--- config.mk ---
export PLATFORM = sky130hd
export DESIGN_NAME = line_scan_gen
export DESIGN_NICKNAME = d
export VERILOG_FILES = /design/src/rtl/scan_pkg.sv /design/src/rtl/scan_ctrl.sv /design/src/rtl/scan_datapath.sv /design/src/rtl/line_scan_gen.sv
export SDC_FILE = /design/constraint.sdc
export NUM_CORES = 1
export LEC_CHECK = 0
export BUFFER_PORTS_ARGS = -buffer_cell sky130_fd_sc_hd__buf_2
export CAP_MARGIN = 10
export CORE_MARGIN = 2
export CORE_UTILIZATION = 43
export DETAILED_ROUTE_END_ITERATION = 16
export PLACE_DENSITY_LB_ADDON = 0.12
export SLEW_MARGIN = 20
export SYNTH_ARGS = -nofsm -noshare
export SYNTH_HDL_FRONTEND = slang
export SYNTH_SLANG_ARGS = --single-unit
--- constraint.sdc ---
create_clock -name clk -period 1.8 [get_ports clk]
set_input_delay 0.36 -clock clk [delete_from_list [all_inputs] [get_ports clk]]
set_output_delay 0.36 -clock clk [all_outputs]
set_load 0.02 [all_outputs]
--- src/rtl/scan_pkg.sv ---
package scan_pkg;
  typedef struct packed {
    logic load;      // copy start line into row counter
    logic stepMain;  // fetch current row and advance
    logic stepIcon;  // fetch icon row
  } scanStrobe_t;
endpackage

--- src/rtl/scan_ctrl.sv ---
module scan_ctrl
  import scan_pkg::*;
#(
  parameter int ROW_BITS = 7
) (
  input  logic        clk,
  input  logic        rstN,
  input  logic        frameStart,
  input  logic        lineClk,
  input  logic        iconEn,
  output scanStrobe_t strobe
);
  // slotCnt top bit set means all main rows are done
  logic [ROW_BITS:0] slotCnt;
  logic              scanning;

  always_comb begin
    strobe = '0;
    if (frameStart) begin
      strobe.load = 1'b1;
    end else if (lineClk && scanning) begin
      if (!slotCnt[ROW_BITS]) strobe.stepMain = 1'b1;
      else                    strobe.stepIcon = iconEn;
    end
  end

  always_ff @(posedge clk) begin
    if (!rstN) begin
      slotCnt  <= '0;
      scanning <= 1'b0;
    end else if (frameStart) begin
      slotCnt  <= '0;
      scanning <= 1'b1;
    end else if (lineClk && scanning) begin
      if (!slotCnt[ROW_BITS]) slotCnt  <= slotCnt + 1'b1;
      else                    scanning <= 1'b0;
    end
  end
endmodule

--- src/rtl/scan_datapath.sv ---
module scan_datapath
  import scan_pkg::*;
#(
  parameter int ROW_BITS = 7
) (
  input  logic                clk,
  input  logic                rstN,
  input  logic                startLineWe,
  input  logic [ROW_BITS-1:0] startLineData,
  input  scanStrobe_t         strobe,
  output logic                fetchValid,
  output logic [ROW_BITS-1:0] fetchRow,
  output logic                fetchIcon
);
  logic [ROW_BITS-1:0] startLine;
  logic [ROW_BITS-1:0] rowCnt;

  always_ff @(posedge clk) begin
    if (!rstN) startLine <= '0;
    else if (startLineWe) startLine <= startLineData;
  end

  always_ff @(posedge clk) begin
    if (!rstN) begin
      rowCnt     <= '0;
      fetchValid <= 1'b0;
      fetchRow   <= '0;
      fetchIcon  <= 1'b0;
    end else begin
      fetchValid <= strobe.stepMain | strobe.stepIcon;
      fetchIcon  <= strobe.stepIcon;
      if (strobe.load) begin
        rowCnt <= startLine;
      end else if (strobe.stepMain) begin
        fetchRow <= rowCnt;
        rowCnt   <= rowCnt + 1'b1;
      end else if (strobe.stepIcon) begin
        fetchRow <= '0;
      end
    end
  end
endmodule

--- src/rtl/line_scan_gen.sv ---
module line_scan_gen
  import scan_pkg::*;
#(
  parameter int ROW_BITS = 7
) (
  input  logic                clk,
  input  logic                rstN,
  input  logic                startLineWe,
  input  logic [ROW_BITS-1:0] startLineData,
  input  logic                iconEn,
  input  logic                frameStart,
  input  logic                lineClk,
  output logic                fetchValid,
  output logic [ROW_BITS-1:0] fetchRow,
  output logic                fetchIcon
);
  scanStrobe_t strobe;

  scan_ctrl #(.ROW_BITS(ROW_BITS)) u_ctrl (
    .clk(clk), .rstN(rstN), .frameStart(frameStart),
    .lineClk(lineClk), .iconEn(iconEn), .strobe(strobe)
  );

  scan_datapath #(.ROW_BITS(ROW_BITS)) u_dp (
    .clk(clk), .rstN(rstN), .startLineWe(startLineWe),
    .startLineData(startLineData), .strobe(strobe),
    .fetchValid(fetchValid), .fetchRow(fetchRow), .fetchIcon(fetchIcon)
  );
endmodule

## Word-level counts from Yosys, hierarchy flattened

Index checks and enable logic that the tools add are counted.

| storage, ports and cells | value |
|---|---|
| bits of input ports | 13 |
| word-level logic and storage cells | 36 |
| output and inout port bits | 9 |
| register bits | 32 |

| cells by class | value |
|---|---|
| $add $sub $neg | 2 |
| bitwise gates (word level) | 4 |
| reduce and logical (&&, ||, !) cells | 9 |
| multiplexer cells | 13 |

Operator list:

| operator | count |
|---|---|
| $mux 7 | 4 |
| $add 8x1->8 const B | 1 |
| $mux 8 | 1 |
| $reduce_bool 2->1 | 4 |
| $add 7x1->7 const B | 1 |
| $mux 1 | 6 |
| $reduce_and 2->1 | 3 |
| $mux 2 | 2 |
| $not 1->1 | 3 |
| $reduce_or 2->1 | 1 |
| $logic_and 1x1->1 | 1 |
| $or 1x1->1 | 1 |

## Longest topological paths before layout

Gate-level depths: netlist (run 1).

| logic depth | value |
|---|---|
| depth after elaboration | 5 |
| depth in mapped cells | 4 |
| mapped depth without buffers | 4 |

## By module

From an unflattened synthesis (run 1), not the netlist that was laid out.

| unflattened totals | value |
|---|---|
| cell total of the unflattened synthesis | 141 |
| area total of the unflattened synthesis | 1348.8 µm² |

Modules (own cells, without submodules):

| module | instances | area each (µm²) | cells each | seq. area each (µm²) |
|---|---|---|---|---|
| scan_datapath | 1 | 922.1 | 92 | 460.4 |
| scan_ctrl | 1 | 426.7 | 49 | 180.2 |

## Worst setup path before layout (run 1)

OpenSTA, ideal clock, no wires.

| timing | value |
|---|---|
| kind | reg-to-reg |
| start | register u_dp.rowCnt[0] |
| end | register u_dp.rowCnt[6] |
| library setup time | 0.074 ns |
| cell stages (with the launch flop) | 5 |
| setup slack | 0.365 ns |
| path buffers | 0 |
| arrival | 1.361 ns |
| clock period less this slack | 1.435 ns |
| data required time | 1.726 ns |
| cell sequence | dfxtp_1 ha_1 nand4b_4 or4_1 a31oi_1 |

| between the ends | value |
|---|---|
| word-level cells in the longest chain between the ends | 3 |

RTL lines:

| item | line | text |
|---|---|---|
| from (decl) | scan_datapath.sv:16 | `logic [ROW_BITS-1:0] rowCnt;` |
| from (signal assigned) | scan_datapath.sv:33 | `rowCnt <= startLine;` |
| from (signal assigned) | scan_datapath.sv:36 | `rowCnt <= rowCnt + 1'b1;` |
| $add 7x1->7 | scan_datapath.sv:36 |  |
| $mux 7 | scan_datapath.sv:34 | `end else if (strobe.stepMain) begin` |
| $mux 7 | scan_datapath.sv:32 | `if (strobe.load) begin` |

No other way between the ends. The select of a mux whose other input is x is not followed.
A chain may end at the register's enable or synchronous reset.

## Worst setup path in the final report (run 1)

Ends and elaborated chain as after synthesis.

==> results_dict.tcl, run 1 <==
set metrics [dict create \
    tightest_slew_ns 0.4434 \
    drc 0 \
    grt-ovfl-total 0 \
    yosys.cell_types.count 30 \
    peakVddDrop_mv 0.4011 \
    gp_congestion 0.8201 \
    crit_type "register to register" \
    die_h_um 60.53 \
    syn_area_per_cell_um2 9.159 \
    die_area_um2 3663 \
    wire_per_inst_um 12.52 \
    rows 20 \
    min_from "iconEn" \
    dr.pass1.iters 4 \
    ctsLongestPathBuffers 2 \
    ys_ff_latch 32 \
    p_leak_nw 0.5983 \
    routed_wl_um 2729 \
    final-setup-viol-count 0 \
    dpl.cell_count 210 \
    worst_clock_skew_ns 0.007912 \
    reg2reg_to "u_dp.rowCnt[6]$_SDFFE_PN0P_" \
    rsz0062_at_grt "no" \
    num_vias 1124 \
    cts_hold_buf 0 \
    placed_area_um2 1521 \
    die_w_um 60.53 \
    critPathMaxStageDelay_ns 0.52 \
    finalNetCount 188 \
    reg2reg_slack_ns 0.26 \
    fillers 318 \
    post_cts_resized 0 \
    vias_per_cell 5.156 \
    tns_ns 0 \
    max-slew-margin-rel_pct 70.38 \
    postCtsSetupRepairBufs 0 \
    holdPathStages 3 \
    grt_pass1_vias 1073 \
    fin_area_um2 1580 \
    path_buf_inv 0 \
    synth_warnings 0 \
    synth_area_leaders "dfxtp_1 47%, o21ai_0 6.2%, nand2_1 5.5%, mux2i_1 5.1%, nor2b_1 4.1%" \
    dp_hpwl_um 1960 \
    grt_start_max_net_pins 25 \
    portBuffers 21 \
    cp_max_fo 5 \
    crit_path_start_kind "register" \
    drt_iter0_markers 15 \
    syn-cell-area_um2 1374 \
    holdPathEnd "u_dp.fetchIcon$_SDFF_PN0_" \
    ios 22 \
    power_density_nw_per_um2 808.3 \
    arrival_ns 1.81 \
    r2r_cells 4 \
    hold_viol 0 \
    critPathCaptureType "register" \
    start_util_pct 45.00 \
    clkTransAtPathRegs_ns 0.10 \
    outcome "complete, no violations" \
    grt_pass1_wl_um 4664 \
    holdWs_ns 0.2670 \
    synth.net_count 165 \
    worstHoldPathType "primary input to register" \
    yosys.area.top_type "dfxtp_1" \
    cp_data_required_time_ns 2.06 \
    finalCritPeriodShare_pct 85.82 \
    grt_antenna_before_repair 0 \
    clock_sinks 32 \
    cts_buffers 5 \
    cts_tree "built" \
    grt_usage_pct 17.17 \
    cp_cell_sequence "ha_1 > nand4b_4 > or4_1 > a31oi_1" \
    slowest_stage "or4_1" \
    clock_latency_ns 0.33 \
    coreArea_um2 3053 \
    n_antenna_cell 0 \
    route.met3.wl_um 123 \
    slew_viol_final 0 \
    netlist.area_leader.share_pct 46.63 \
    r2r_start "u_dp.rowCnt[0]$_SDFFE_PN0P_" \
    instances_no_fill 218 \
    crit_family "simple AND/OR/NAND/NOR gates" \
    met1Wirelength_um 1339 \
    cts-root-buf "clkbuf_4" \
    max_cap_violations 0 \
    area_growth_pct 15.03 \
    detail-route-antenna-nets 0 \
    dr_wl_met2_um 1214 \
    cts_max_level 2 \
    ys_seq_area_share_pct 46.63 \
    fmax_mhz 647.4 \
    period_needed_ns 1.545 \
    drive_above_1_share_pct 18.97 \
    maxUsedRoutingLayer "met4" \
    synth_cells 150 \
]
Yosys cell counts:
master    count
nor2b_1       9
inv_1         1
a21oi_1       8
or4_1         4
nand4b_4      1
and4bb_2      1
clkbuf_1      6
o31ai_1       4
a31oi_1       4
o21a_1        1
nor4b_1       1
nand4b_1      1
and3b_2       1
xor2_1        2
nand2_1      20
nor4_1        1
dfxtp_1      32
mux2i_1       7
nor2_1        3
or3_1         3
nor3b_1       1
a21boi_0      7
o21ba_2       1
nand3_1       4
xnor2_1       2
nand3b_1      3
o21ai_0      17
ha_1          2
buf_2         1
nor3_1        2
area by class of cell:
class,count,area [um2],area share (%)
multi-input cells,110,701.9,44.42
flip-flops and latches,32,640.6,40.54
repair buffers,23,120.1,7.601
clock buffers,8,58.81,3.721
well taps,44,55.05,3.484
inverters,1,3.754,0.2375
state kept, by name, summed over array words and instances (netlist names):
| name | count |
|---|---|
| u_dp.rowCnt | 7 |
| u_ctrl.scanning | 1 |
| u_dp.startLine | 7 |
| u_dp.fetchRow | 7 |
| u_dp.fetchValid | 1 |
| u_dp.fetchIcon | 1 |
| u_ctrl.slotCnt | 8 |
layer usage:
metal	vias up	GRT usage [%]
li1	582	-
met3	6	5.757
met5	-	0
met2	20	28.26
met4	0	6.522
met1	516	20.89
tightest hold or removal path: cells and delay by family:
kind,cells,cell delay (ns)
AND/OR/NAND/NOR,2,0.09
buffers and inverters,1,0.11
through the flow:
stage	utilization (%)	total power, mW	worst slack [ns]
after global routing	51.76	1.338	0.1239
after detailed placement	49.84	0.8750	0.2796
after floorplan	-	0.8350	0.3651
final	51.76	1.277	0.2553
after global placement	49.84	0.8713	0.3270
after CTS	51.76	1.294	0.2607
how the worst max path moves through the flow:
stage	slack, ns	cells after the start	endpoint	startpoint
6_report	0.26	4	u_dp.rowCnt[6]$_SDFFE_PN0P_	u_dp.rowCnt[0]$_SDFFE_PN0P_
5_1_grt	0.12	4	u_dp.rowCnt[6]$_SDFFE_PN0P_	u_dp.rowCnt[0]$_SDFFE_PN0P_
4_1_cts	0.26	4	u_dp.rowCnt[6]$_SDFFE_PN0P_	u_dp.rowCnt[0]$_SDFFE_PN0P_
3_5_place_dp	0.28	4	u_dp.rowCnt[6]$_SDFFE_PN0P_	u_dp.rowCnt[0]$_SDFFE_PN0P_
3_3_place_gp	0.33	4	u_dp.rowCnt[6]$_SDFFE_PN0P_	u_dp.rowCnt[0]$_SDFFE_PN0P_
2_1_floorplan	0.37	4	u_dp.rowCnt[6]$_SDFFE_PN0P_	u_dp.rowCnt[0]$_SDFFE_PN0P_
placed cells by master, fill, tap and decap left out, types with 4 or more instances in the layout:
cell      netlist  layout
dfxtp_1        32      32
buf_2           1      21
nand2_1        20      20
o21ai_0        17      17
nor2b_1         9       9
a21oi_1         8       8
a21boi_0        7       7
mux2i_1         7       7
clkbuf_4        0       5
a31oi_1         4       4
nand3_1         4       4
o31ai_1         4       4
or4_1           4       4
cell families after synthesis:
family | count (synthesis) | synth area share (%)
AOI/OAI and AO/OA | 42 | 18.21
xor gates and xnor gates | 4 | 2.551
adders and majority gates | 2 | 1.821
buffers and inverters | 8 | 2.276
DFF | 32 | 46.63
muxes | 7 | 5.100
and+or+nand+nor | 55 | 23.41
where the power goes:
| group | total [mW] | switching, mW | internal [mW] | leakage (nW) |
|---|---|---|---|---|
| combinational | 0.104 | 0.0568 | 0.0476 | 0.305 |
| sequential | 0.753 | 0.0216 | 0.732 | 0.261 |
| clock | 0.419 | 0.227 | 0.193 | 0.0326 |
Note: power is estimated with default switching activity, not from simulation.
==> run 2, diff against run 1 <==
- CORE_ASPECT_RATIO: unset -> 1.4
==> run 2 against run 1 <==
  * Critical path depth fell by 1
  * Highest routed layer unchanged
  * Via count barely moved
  * Critical path type unchanged
  * Non-clock buffer count did not move
  * Sequential power barely moved
  * Global-route usage rose by 0.29 points
  * Sequential share of layout area fell by 0.32 points
  * Final cell count fell by 2.8%
  * Routed wire length rose by 1.1%
  * Design area rose by 0.79%
==> results_dict.tcl, run 2 (synthesis gave the netlist of run 1 again) <==
set metrics [dict create \
    outcome "complete, no violations" \
    hold_viol 0 \
    worst_clock_skew_ns 0.005291 \
    largest_reg_flops 8 \
    slew_viol_final 0 \
    r2r_start "u_ctrl.slotCnt[7]$_SDFFE_PP0P_" \
    cp_max_fo 12 \
    fmax_mhz 627.1 \
    grt_start_max_net_pins 25 \
    holdPathEnd "u_dp.fetchIcon$_SDFF_PN0_" \
    drc 0 \
    tightest_slew_ns 0.3882 \
    coreArea_um2 3093 \
    peakVddDrop_mv 0.5456 \
    worstHoldPathType "primary input to register" \
    regMostFlops "u_ctrl.slotCnt" \
    worst_slack_ns 0.2054 \
    critPathCaptureType "register" \
    p_leak_nw 0.6074 \
    placed_area_um2 1515 \
    detail-route-antenna-nets 0 \
    fin_area_um2 1593 \
    grt_usage_pct 17.46 \
    die_h_um 70.88 \
    gp_congestion 0.7504 \
    cts_tree "built" \
    ctsLongestPathBuffers 2 \
    fillers 302 \
    drive_above_1_share_pct 19.08 \
    vias_per_cell 5.297 \
    wire_per_inst_um 13.01 \
    r2r_cells 3 \
    cp_data_required_time_ns 2.01 \
    min_from "iconEn" \
    clock_sinks 32 \
    post-place-ws_ns 0.1495 \
    cts-root-buf "clkbuf_8" \
    rsz0062_at_grt "no" \
    dr.pass1.iters 4 \
    reg2reg_slack_ns 0.21 \
    power_density_nw_per_um2 859.3 \
    cts_buffers 5 \
    die_area_um2 3669 \
    final_core_util_pct 51.50 \
    start_util_pct 44.42 \
    cts_max_level 2 \
    postCtsSetupRepairBufs 0 \
    finalCritPeriodShare_pct 88.59 \
    drt_iter0_markers 9 \
    clock_latency_ns 0.28 \
    crit_type "register to register" \
    instances_no_fill 212 \
    area_growth_pct 15.94 \
    grt_antenna_before_repair 0 \
    die_w_um 51.77 \
    grt-ovfl-total 0 \
    n_antenna_cell 0 \
    power_mw 1.369 \
    final_cell_mix "32 x dfxtp_1, 21 x buf_2, 20 x nand2_1, 17 x o21ai_0, 9 x nor2b_1" \
    routed_wl_um 2758 \
    tns_ns 0 \
    max_cap_violations 0 \
    dp_hpwl_um 2036 \
    num_vias 1123 \
    arrival_ns 1.80 \
    rows 24 \
    portBuffers 21 \
    dpl.cell_count 205 \
    reg2reg_to "u_ctrl.slotCnt[5]$_SDFFE_PP0P_" \
    final-setup-viol-count 0 \
    ios 22 \
    grt_pass1_wl_um 4843 \
    post_cts_resized 0 \
    holdWs_ns 0.3238 \
    grt_pass1_vias 1104 \
    holdPathStages 3 \
    crit_path_start_kind "register" \
    period_needed_ns 1.595 \
    max-slew-margin-rel_pct 74.07 \
    clkTransAtPathRegs_ns 0.06 \
    final_common_cell "dfxtp_1" \
    cts_hold_buf 0 \
    finalNetCount 188 \
]
-- run 2: cell count changes in the layout (fill, tap and decap cells not counted) --
cell	previous run	this run
clkbuf_4	5	0
clkbuf_8	1	5
clkbuf_1	2	1
clkinv_2	0	1
-- run 2: critical path: stages, from the launching register on --
cell      delay, ns
dfxtp_1        0.38
nand3b_1       0.39
or4_1          0.59
a21oi_1        0.16
-- run 2: worst max-delay path by stage --
stage	slack [ns]	depth (start not counted)	startpoint	to
finish	0.21	3	u_ctrl.slotCnt[7]$_SDFFE_PP0P_	u_ctrl.slotCnt[5]$_SDFFE_PP0P_
global route	0.03	3	u_ctrl.slotCnt[7]$_SDFFE_PP0P_	u_ctrl.slotCnt[6]$_SDFFE_PP0P_
CTS	0.20	3	u_ctrl.slotCnt[7]$_SDFFE_PP0P_	u_ctrl.slotCnt[5]$_SDFFE_PP0P_
detailed placement	0.15	4	lineClk	u_ctrl.slotCnt[5]$_SDFFE_PP0P_
global placement	0.21	4	lineClk	u_ctrl.slotCnt[6]$_SDFFE_PP0P_
floorplan	0.37	4	u_dp.rowCnt[0]$_SDFFE_PN0P_	u_dp.rowCnt[6]$_SDFFE_PN0P_
-- run 2: area by class of cell --
type	count	area [um2]	share of cell area (%)
sequential	32	640.6	40.22
multi-input combinational	110	701.9	44.07
clock buffer	6	72.57	4.556
tap	39	48.80	3.064
timing repair buffer	23	120.1	7.541
inverter	1	3.754	0.2357
clock inverter	1	5.005	0.3142
-- run 2: per-layer routing --
layer / global-route usage [%] / share of wire [%]
met3: 5.063 / 2.8
met4: 7.018 / 1.7
met2: 29.49 / 51
met5: 0 / 0
met1: 20.35 / 45
-- run 2: power breakdown --
group | leakage [nW] | switching, mW | internal [mW] | total (mW)
logic | 0.305 | 0.0569 | 0.0477 | 0.105
clock network | 0.0410 | 0.248 | 0.262 | 0.510
registers | 0.261 | 0.0212 | 0.733 | 0.754
==> run 3, diff against run 2 <==
- SYNTH_HIERARCHICAL: unset -> 1
==> run 3 against run 2 <==
  * Count of clock-buffer cells in the layout rose by 1
  * First-iteration DRC count rose to 5.6 times the previous value
  * Highest routed layer unchanged
  * Final cell count fell by 2.4%
  * Critical endpoint is now u_dp/rowCnt[5]$_SDFFE_PN0P_
  * Largest power group unchanged
==> results_dict.tcl, run 3 <==
set metrics [dict create \
    outcome "complete, no violations" \
    slew_viol_final 0 \
    grt_pass1_vias 1089 \
    synth_area_leaders "dfxtp_1 47%, nor2b_1 7.9%, mux2i_1 6.7%, o21ai_0 4.5%, a22oi_1 3.9%" \
    power_mw 1.422 \
    crit_type "register to register" \
    synth_top_family_by_area "simple AND/OR/NAND/NOR gates" \
    ys.flop_type "dfxtp_1" \
    die_h_um 70.27 \
    routed_wl_um 2629 \
    slowest_stage "or3_1" \
    worst_clock_skew_ns 0.003921 \
    area_growth_pct 18.74 \
    vias_per_cell 5.242 \
    clkTransAtPathRegs_ns 0.06 \
    final-setup-viol-count 0 \
    crit_path_start_kind "register" \
    tns_ns 0 \
    cts_hold_buf 0 \
    cp_cell_sequence "nand3b_1 > nor2_1 > nand4_1 > or3_1 > a31oi_1" \
    worst_slack_ns 0.1786 \
    syn_area_per_cell_um2 9.566 \
    drive_above_1_share_pct 21.43 \
    num_vias 1085 \
    synthXorXnorAreaFrac_pct 3.247 \
    drc 0 \
    start_util_pct 44.04 \
    grt_antenna_before_repair 0 \
    die_area_um2 3607 \
    rows 24 \
    yosys-mux-area-fraction_pct 6.679 \
    power_density_nw_per_um2 887.7 \
    yosys.cell_types.count 32 \
    worstHoldPathType "primary input to register" \
    cts-root-buf "clkbuf_8" \
    post_cts_resized 0 \
    holdWs_ns 0.3432 \
    clock_sinks 32 \
    final_core_util_pct 52.29 \
    grt_start_max_net_pins 27 \
    cp_max_fo 6 \
    yosys.area.top_type "dfxtp_1" \
    critPathMaxStageDelay_ns 0.38 \
    largest_reg_flops 8 \
    hold_viol 0 \
    clock_latency_ns 0.28 \
    finalCritPeriodShare_pct 90.08 \
    synth_compound_area_share_pct 15.21 \
    ctsLongestPathBuffers 2 \
    synth_edf_count 0 \
    die_w_um 51.34 \
    final_common_cell "dfxtp_1" \
    coreArea_um2 3063 \
    n_antenna_cell 0 \
    netlist.area_leader.share_pct 47.50 \
    path_buf_inv 0 \
    synth.net_count 156 \
    post-place-ws_ns 0.1403 \
    regMostFlops "u_ctrl/slotCnt" \
    peakVddDrop_mv 0.6464 \
    synth_cells 141 \
    async_flop_share_pct 0 \
    p_leak_nw 0.6357 \
    ios 22 \
    arrival_ns 1.83 \
    grt_usage_pct 18.70 \
    max_cap_violations 0 \
    detail-route-antenna-nets 0 \
    cts_tree "built" \
    grt_pass1_wl_um 5071 \
    cts_max_level 2 \
    portBuffers 21 \
    rsz0062_at_grt "no" \
    crit_family "simple AND/OR/NAND/NOR gates" \
    final_cell_mix "32 x dfxtp_1, 21 x buf_2, 17 x nor2b_1, 12 x o21ai_0" \
    critPathCaptureType "register" \
    synthSimpleGateAreaFrac_pct 22.63 \
    wire_per_inst_um 12.70 \
    synth.most_common_cell "dfxtp_1" \
    grt-ovfl-total 0 \
    period_needed_ns 1.621 \
    synth_fa_ha_area_share_pct 1.855 \
    synth_top_cells_by_count "32 x dfxtp_1, 17 x nor2b_1, 12 x o21ai_0" \
    drt_iter0_markers 50 \
    cp_data_required_time_ns 2.01 \
    syn-cell-area_um2 1349 \
    postCtsSetupRepairBufs 0 \
    ys_seq_area_share_pct 47.50 \
    fmax_mhz 616.7 \
    finalNetCount 183 \
    tightest_slew_ns 0.5625 \
    max-slew-margin-rel_pct 62.42 \
    dr.pass1.iters 4 \
    dp_hpwl_um 1954 \
    gp_congestion 0.7686 \
    cts_buffers 5 \
    ys_ff_latch 32 \
    synth_warnings 6 \
]
## run 3: cell count changes after synthesis, sizes merged, moves of 4 or more
| cell | change |
|---|---|
| a21boi | -7 |
| a22oi | +7 |
| nor2b | +8 |
| o21ai | -5 |
| nand4 | +4 |
| nand2 | -11 |
## run 3: worst min-delay path, cell delays in order
cell	delay [ns]
buf_2	0.08
mux2i_1	0.05
nor2b_1	0.09
## run 3: area by class of cell
type	count	area [um2]
Tap cell	39	48.80
Timing Repair Buffer	26	142.6
Sequential cell	32	640.6
Clock buffer	7	96.34
Multi-Input combinational cell	102	669.4
Inverter	1	3.754
Fill cell	306	1461
## run 3: logic make-up (layout without fill, tap and decap cells)
family,after synthesis,count (layout)
xor gates and xnor gates,5,5
AOI/OAI and AO/OA,34,34
DFF,32,32
adders and majority gates,2,2
buffers and inverters,7,34
muxes,9,9
and+or+nand+nor,52,52
## run 3: worst paths after layout
path | depth (start not counted) | to | slack [ns] | start
setup / recovery | 5 | u_dp/rowCnt[5]$_SDFFE_PN0P_ | 0.18 | u_ctrl/slotCnt[7]$_SDFFE_PP0P_
hold / removal | 3 | u_dp/startLine[6]$_SDFFE_PN0P_ | 0.34 | startLineData[6]
setup reg to reg | 5 | u_dp/rowCnt[5]$_SDFFE_PN0P_ | 0.18 | u_ctrl/slotCnt[7]$_SDFFE_PP0P_
hold reg to reg | 2 | u_ctrl/slotCnt[6]$_SDFFE_PP0P_ | 0.49 | u_ctrl/slotCnt[6]$_SDFFE_PP0P_
## run 3: report_power, final
part | leakage [nW] | switching, mW | total [mW] | internal [mW]
combinational | 0.325 | 0.0477 | 0.0933 | 0.0456
sequential | 0.261 | 0.0184 | 0.749 | 0.731
clock | 0.0503 | 0.240 | 0.579 | 0.340
## run 3: metal layers
layer	share of wire, %	vias to the layer above	GRT usage (%)
met1	42	487	22.44
li1	-	556	-
met3	5.6	7	5.769
met5	0	-	0
met4	2.4	0	8.772
met2	50	35	30.01
## run 3: per-stage QoR
step	instance area [um2]	cells
2_1_floorplan	1349	141
3_3_place_gp	1505	200
3_5_place_dp	1505	200
4_1_cts	1602	207
5_1_grt	1602	207
6_report	1602	207
